File: src/rtl/qps_pkg.sv
package qps_pkg;
  localparam int NUM_Q = 4;
  typedef logic [NUM_Q-1:0] qvec_t;
  localparam qvec_t Q1_V = 4'b0001;
  localparam qvec_t Q2_V = 4'b0010;
  localparam qvec_t Q3_V = 4'b0100;
  localparam qvec_t Q4_V = 4'b1000;
endpackage

File: src/rtl/qps_rel_sync.sv
module qps_rel_sync #(
  parameter int STAGES = 2
) (
  input  logic clk_i,
  input  logic rel_i,
  output logic rel_o
);
  logic [STAGES-1:0] sh_q = '0;

  generate
    if (STAGES == 1) begin : g_one
      always_ff @(posedge clk_i) sh_q <= rel_i;
    end else begin : g_chain
      always_ff @(posedge clk_i) sh_q <= {sh_q[STAGES-2:0], rel_i};
    end
  endgenerate

  assign rel_o = sh_q[STAGES-1];
endmodule

File: src/rtl/qps_win_ctr.sv
module qps_win_ctr #(
  parameter int ALIGN_CYC = 10,
  parameter int HOLD_FROM = 5
) (
  input  logic clk_i,
  input  logic rel_s_i,
  output logic hold_o,
  output logic aligned_o
);
  localparam int CNT_W = $clog2(ALIGN_CYC + 1);
  localparam logic [CNT_W-1:0] LAST  = CNT_W'(ALIGN_CYC);
  localparam logic [CNT_W-1:0] H_LO  = CNT_W'(HOLD_FROM);
  localparam logic [CNT_W-1:0] H_HI  = CNT_W'(ALIGN_CYC - 2);

  logic [CNT_W-1:0] cnt_q = '0;

  // counts window cycles, saturates at the alignment cycle
  always_ff @(posedge clk_i) begin
    if (!rel_s_i)
      cnt_q <= '0;
    else if (cnt_q != LAST)
      cnt_q <= cnt_q + 1'b1;
  end

  // Q1 is held only when entered late in the window, up to the cycle before alignment
  assign hold_o    = rel_s_i && (cnt_q >= H_LO) && (cnt_q <= H_HI);
  assign aligned_o = (cnt_q == LAST);
endmodule

File: src/rtl/qps_phase_seq.sv
module qps_phase_seq
  import qps_pkg::*;
#(
  parameter qvec_t INIT_VEC = Q1_V
) (
  input  logic  clk_i,
  input  logic  hold_i,
  output qvec_t phase_o
);
  qvec_t ph_q = INIT_VEC;
  qvec_t rot;
  qvec_t nxt;

  generate
    for (genvar i = 0; i < NUM_Q; i++) begin : g_rot
      assign rot[i] = ph_q[(i + NUM_Q - 1) % NUM_Q];
    end
  endgenerate

  always_comb begin
    if (!$onehot(ph_q))
      nxt = Q1_V;
    else if (hold_i && ph_q[0])
      nxt = ph_q;
    else
      nxt = rot;
  end

  always_ff @(posedge clk_i) ph_q <= nxt;

  assign phase_o = ph_q;
endmodule

File: src/rtl/qps_align.sv
module qps_align #(
  parameter logic [3:0] INIT_VEC    = 4'b0001,
  parameter int         ALIGN_CYC   = 10,
  parameter int         HOLD_FROM   = 5,
  parameter int         SYNC_STAGES = 2
) (
  input  logic       clk_i,
  input  logic       rel_i,
  output logic [3:0] phase_o,
  output logic       aligned_o
);
  logic rel_sync;
  logic hold;

  qps_rel_sync #(.STAGES(SYNC_STAGES)) u_sync (
    .clk_i (clk_i),
    .rel_i (rel_i),
    .rel_o (rel_sync)
  );

  qps_win_ctr #(.ALIGN_CYC(ALIGN_CYC), .HOLD_FROM(HOLD_FROM)) u_win (
    .clk_i     (clk_i),
    .rel_s_i   (rel_sync),
    .hold_o    (hold),
    .aligned_o (aligned_o)
  );

  qps_phase_seq #(.INIT_VEC(INIT_VEC)) u_seq (
    .clk_i   (clk_i),
    .hold_i  (hold),
    .phase_o (phase_o)
  );
endmodule

File: config.mk
export PLATFORM = sky130hd
export DESIGN_NAME = qps_align
export DESIGN_NICKNAME = d
export VERILOG_FILES = /design/src/rtl/qps_pkg.sv /design/src/rtl/qps_rel_sync.sv /design/src/rtl/qps_win_ctr.sv /design/src/rtl/qps_phase_seq.sv /design/src/rtl/qps_align.sv
export SDC_FILE = /design/constraint.sdc
export NUM_CORES = 1
export LEC_CHECK = 0
export ABC_AREA = 1
export BUFFER_PORTS_ARGS = -buffer_cell sky130_fd_sc_hd__buf_2
export CORE_AREA = 2 2 39 41
export DETAILED_ROUTE_END_ITERATION = 6
export DIE_AREA = 0 0 41 43
export PLACE_DENSITY_LB_ADDON = 0.3
export SYNTH_ARGS = -nofsm -noshare
export SYNTH_HDL_FRONTEND = slang
export SYNTH_HIERARCHICAL = 1
export SYNTH_SLANG_ARGS = --single-unit
File: constraint.sdc
create_clock -name clk_i -period 3.8 [get_ports clk_i]
set_input_delay 0.76 -clock clk_i [delete_from_list [all_inputs] [get_ports clk_i]]
set_output_delay 0.76 -clock clk_i [all_outputs]
set_load 0.005 [all_outputs]
==> results by group, run 1 <==
Route
  • TritonRoute pass-1 iters: 4
  • DR WL/cell: 8.47 µm
  • Drc violations: 0
  • Vias: 390
  • DRT Wirelength: 779 µm
  • DRC marker count from the first detailed-route iteration: 7
  • Vias per cell: 4.24
  • Antenna-violating nets left: 0

Clocking
  • Number of H-tree levels: 1
  • Clock latency on the worst-skew pair: 260 ps
  • Post-CTS Resized: 0
  • CTS Hold Bufs: 0
  • Clk sinks: 10
  • Clock buffer depth: 2
  • Root Driver: clkbuf_4
  • Post-CTS Setup Inserts: 0
  • CTS tree: done
  • CTS Buf Count: 3
  • Clock transition at path regs: about 70 ps

Die
  • DIE WIDTH: 41 µm
  • Total die area: 1760 µm²
  • Row count: 14
  • IO Pins: 7
  • Initial Util: 0.376
  • Core Area: 1380 µm²
  • Die H: 43 µm

Final layout
  • Layout cells sized above 1: 0.197
  • Filler cells: 141
  • N_diodes: 0
  • Layout area overhead: 16.6%
  • Final nets: a little under 90

Synthesis
  • Ys async rst share: 0
  • Gate Count Post-Synth: 66
  • Ranking of synthesized cells by area: dfxtp_1, ha_1, nand2_1, inv_1, nor2_1
  • Yosys top cell area share: 0.385
  • Yosys reg bits: 10
  • Most common cell in the synthesized netlist: nand2_1
  • Most instantiated cells after synthesis: nand2_1, inv_1, dfxtp_1, nor2_1, ha_1
  • Synth Area per Inst: 7.89 µm²
  • Post-synth cell types: 16
  • Yosys top cell by area: dfxtp_1
  • Mapped Nets: 76
  • Syn Std Cell Area: about 520 µm²
  • Main synth FF type: dfxtp_1
  • EDFF count, synth: 0
  • YS warnings: 6
  • Sequential share of the synthesized area: 0.385

GRT
  • Gr ovfl total: 0
  • Antenna violations before repair: 0
  • Largest net degree at the start of global routing: 7
  • Vias in the first global route: between 300 and 400
  • Global Route Usage Sum: 0.117
  • First-pass GRT wire length: 1410 µm

Worst setup path
  • Critical path fanouts, max: 6
  • Crit-path cells: inv_1 > ha_1 > nand3_2 > inv_1 > buf_2
  • R2r setup slk: 2050 ps
  • WP data arrival: 1290 ps
  • CP max stage cell: dfxtp_1
  • CP top delay family: flip-flops
  • Buffer and inverter count on the worst path: 3
  • Max incr delay on CP: 420 ps
  • CP endpoint kind: output port
  • Critical Path RT: 3040 ps
  • Crit Path Category: flip-flop to output port
  • Critical Path Most Common Cell: inv_1
  • Critical path startpoint category: flip-flop

Timing
  • Final setup vio count: 0
  • Skew final: around 4.3 ps
  • Final min period: 2050 ps
  • Setup TNS: 0 ps
  • Fin crit share: 0.540
  • Slew headroom: 0.780
  • RSZ-0062 raised after global routing: no
  • Fmax achieved: 0.487 GHz
  • Setup slack after layout: 1750 ps
  • Max-slew violations: 0
  • Slew @ Worst Pin: 330 ps
  • Hold Vio Cnt, Final: 0

Status
  • Status: completed

Place
  • IO Port Bufs: 6
  • Place WS: 2030 ps
  • Dpl hpwl: just over 600 µm
  • Routability cong.: 0.697

Power
  • P per Cell Area: 592 nW/µm²
  • Worst VDD drop: 0.364 mV
  • Cell leakage power: 0.311 nW

Worst hold path
  • HP Class: flip-flop to flip-flop

Job
  • Max_cap viols: 0
cell usage in the layout, fill, tap and decap left out:
cell type and n:
a21boi_1 1, a21oi_1 2, buf_2 6, clkbuf_4 3, clkbuf_8 1, dfxtp_1 10
fa_1 1, ha_1 7, inv_1 12, inv_2 1, nand2_1 13, nand2_2 1
nand3_1 4, nand3_2 1, nand4_1 1, nor2_1 9, nor2_2 1, nor3_2 1
o21ai_0 1
stage by stage:
stage	hold WS [ps]	instance area, µm²	instances	util	power (mW)
global route	354	607	92	0.439	0.391
floorplan	310	520	66	-	0.236
global placement	315	571	88	0.412	0.266
detailed placement	323	571	88	0.412	0.270
CTS	340	607	92	0.439	0.366
finish	338	607	92	0.439	0.359
cells by family (layout without fill, tap and decap cells):
logic type	count (synthesis)	after routing	synth area share
AOI/OAI and AO/OA	4	4	0.0433
adders and majority gates	8	8	0.207
buffers and inverters	13	23	0.0937
DFF	10	10	0.385
and+or+nand+nor	31	31	0.272
layout make-up:
type,instances,area [µm²],area share
clock buffer,4,36.3,0.0598
inverter,13,48.8,0.0804
multi-input combinational,43,272,0.447
sequential,10,200,0.330
tap,16,20.0,0.0330
timing repair buffer,6,30.0,0.0495
metal layers:
layer,share of wire,global-route usage
met2,0.44,0.166
met3,0.024,0.0471
met5,0,0
met4,0,0.0400
met1,0.53,0.158
power breakdown:
group          total [mW]  leakage [nW]  internal [mW]  switching [mW]
Sequential          0.146        0.0828          0.126          0.0205
Clock              0.0938        0.0210         0.0581          0.0358
Combinational       0.119         0.207         0.0517          0.0675
flip-flops by register name, summed over array words and instances, names as in the netlist:
signal	cells
u_seq/phase_o	4
u_win/cnt_q	4
u_sync/sh_q	2
path summary, 6_finish.rpt:
check | to | start | cells after the start
min reg2reg | u_sync/sh_q[1]$_DFF_P_ | u_sync/sh_q[0]$_DFF_P_ | 0
max | aligned_o | u_win/cnt_q[0]$_SDFFE_PN0N_ | 5
min | u_sync/sh_q[1]$_DFF_P_ | u_sync/sh_q[0]$_DFF_P_ | 0
max reg2reg | u_seq/phase_o[3]$_SDFFE_PP0N_ | u_seq/phase_o[0]$_SDFFE_PP1N_ | 8
Power figures use the tool's default switching activity.
==> run 2, diff against run 1 <==
Clock period 3.8 ns to 2 ns, I/O delays scaled along.
==> run 2 against run 1 <==
Design area is the same. Power grew 90%. Count of clock-buffer cells in the layout is the same. Sequential power grew 89%. Critical path type is now flip-flop to flip-flop. Flip-flop and latch count is the same. First-iteration DRC count shrank 14%. Final cell count is the same. Core utilization is the same. Critical path depth grew 3.
==> results by group, run 2 (synthesized netlist as in run 1, its figures left out) <==
GRT
  • Gr ovfl total: 0 (unchanged)
  • Antenna violations before repair: 0 (unchanged)
  • First-pass GRT wire length: 1300 µm (was 1410 µm)
  • Largest net degree at the start of global routing: 7 (unchanged)
  • Vias in the first global route: 335 (was 361)
  • Global Route Usage Sum: 0.111 (was 0.117)

Timing
  • Final min period: around 1700 ps
  • Slew @ Worst Pin: 330 ps (about the same)
  • Fmax achieved: 0.579 GHz
  • Setup slack after layout: 274 ps (was 1750 ps)
  • Skew final: 0.817 ps (was 4.27 ps)
  • Hold Vio Cnt, Final: 0 (unchanged)
  • Fin crit share: 0.863
  • Slew headroom: 0.779 (was 0.780)
  • Max-slew violations: 0 (unchanged)
  • Setup TNS: 0 ps (unchanged)
  • Final setup vio count: 0 (unchanged)
  • RSZ-0062 raised after global routing: no (unchanged)

Power
  • Cell leakage power: 0.311 nW (unchanged)
  • P per Cell Area: 1120 nW/µm² (was 592 nW/µm²)
  • Worst VDD drop: 0.609 mV (was 0.364 mV)
  • Overall power: 0.683 mW (was 0.359 mW)

Die
  • Die H: 43 µm (unchanged)
  • Row count: 14 (unchanged)
  • Initial Util: 0.376 (unchanged)
  • Core Area: 1380 µm² (unchanged)
  • IO Pins: 7 (unchanged)
  • Total die area: 1760 µm² (unchanged)
  • DIE WIDTH: 41 µm (unchanged)

Final layout
  • Multi-input gate area: 272 µm² (unchanged)
  • Filler cells: 149 (was 141)
  • Layout area overhead: 16.6% (unchanged)
  • Layout cells sized above 1: 0.197 (unchanged)
  • Final nets: 87 (unchanged)
  • Commonest non-fill, non-tap cell in the layout: nand2_1 (unchanged)
  • Design area: 607 µm² (unchanged)
  • Most frequent cells in the layout: nand2_1, inv_1, dfxtp_1, nor2_1, ha_1 (unchanged)
  • Reg area: 200 µm² (unchanged)
  • N_diodes: 0 (unchanged)

Job
  • Max_cap viols: 0 (unchanged)

Route
  • Drc violations: 0 (unchanged)
  • Vias per cell: 4.37 (was 4.24)
  • DRC marker count from the first detailed-route iteration: 6 (was 7)
  • DRT Wirelength: 747 µm (was 779 µm)
  • Vias: 402 (was 390)
  • TritonRoute pass-1 iters: 4 (unchanged)
  • DR WL/cell: 8.12 µm (was 8.47 µm)
  • Antenna-violating nets left: 0 (unchanged)

Worst setup path
  • R2R cell count: 8 (unchanged)
  • Critical Path RT: 2190 ps (was 3040 ps)
  • Critical path fanouts, max: 6 (unchanged)
  • WP data arrival: 1920 ps (was 1290 ps)
  • CP top delay family: adder cells (was flip-flops)
  • Crit Path Category: flip-flop to flip-flop (was flip-flop to output port)
  • Max incr delay on CP: 360 ps (was 420 ps)
  • Buffer and inverter count on the worst path: 2 (was 3)
  • CP endpoint kind: flip-flop (was output port)
  • Critical path startpoint category: flip-flop (unchanged)
  • Crit path depth: 8 (was 5)
  • Crit-path cells: ha_1 > inv_1 > fa_1 > inv_1 > ha_1 > nor2_2 > nand2_2 > a21oi_1 (was inv_1 > ha_1 > nand3_2 > inv_1 > buf_2)
  • CP max stage cell: dfxtp_1 (unchanged)

Clocking
  • Root Driver: clkbuf_4 (unchanged)
  • Clock latency on the worst-skew pair: 260 ps (about the same)
  • Clock transition at path regs: 60 ps (was 70 ps)
  • Post-CTS Resized: 0 (unchanged)
  • Clk sinks: 10 (unchanged)
  • Clock buffer depth: 2 (unchanged)
  • CTS tree: done (unchanged)
  • CTS Buf Count: 3 (unchanged)
  • CTS Hold Bufs: 0 (unchanged)
  • Number of H-tree levels: 1 (unchanged)
  • Post-CTS Setup Inserts: 0 (unchanged)

Place
  • Routability cong.: 0.742 (was 0.697)
  • Place WS: 276 ps (was 2030 ps)
  • IO Port Bufs: 6 (unchanged)
  • Cell Area, Placed: 571 µm² (unchanged)
  • Dpl hpwl: 601 µm (was 620 µm)

Status
  • Status: completed (unchanged)

Worst hold path
  • HP Class: primary input to flip-flop (was flip-flop to flip-flop)
  • Hold depth: 1 (was 0)
run 2: cell counts in the layout (fill, tap and decap cells not counted):
No cell type changed its count.
run 2: worst paths after layout:
| check | start | end | slack, ps |
|---|---|---|---|
| worst min-delay path | rel_i | u_sync/sh_q[0]$_DFF_P_ | 240 |
| worst max register to register | u_seq/phase_o[0]$_SDFFE_PP1N_ | u_seq/phase_o[3]$_SDFFE_PP0N_ | 270 |
| worst max-delay path | u_seq/phase_o[0]$_SDFFE_PP1N_ | u_seq/phase_o[3]$_SDFFE_PP0N_ | 270 |
| worst min register to register | u_sync/sh_q[0]$_DFF_P_ | u_sync/sh_q[1]$_DFF_P_ | 330 |
run 2: area by class of cell:
| type | instances | share of cell area |
|---|---|---|
| clock buffer | 4 | 0.0598 |
| inverter | 13 | 0.0804 |
| multi-input combinational | 43 | 0.447 |
| sequential | 10 | 0.330 |
| tap | 16 | 0.0330 |
| timing repair buffer | 6 | 0.0495 |
run 2: routing by layer:
metal | wire length [µm] | up-vias | GRT usage
li1 | - | 221 | -
met1 | 380 | 173 | 0.167
met2 | 324 | 6 | 0.138
met3 | 27 | 2 | 0.0314
met4 | 15 | 0 | 0.0600
met5 | 0 | - | 0
run 2: report_power, final:
part	leakage (nW)	switching (mW)	total (mW)	internal, mW
registers	0.0828	0.0373	0.276	0.239
clock network	0.0210	0.0656	0.176	0.110
logic	0.207	0.132	0.230	0.0986
total	0.311	0.235	0.683	0.448
run 2: per-stage QoR:
step                cells   util  hold slack (ps)
floorplan              66      -              310
global placement       88  0.412              315
detailed placement     88  0.412              314
CTS                    92  0.439              224
global route           92  0.439              215
finish                 92  0.439              239
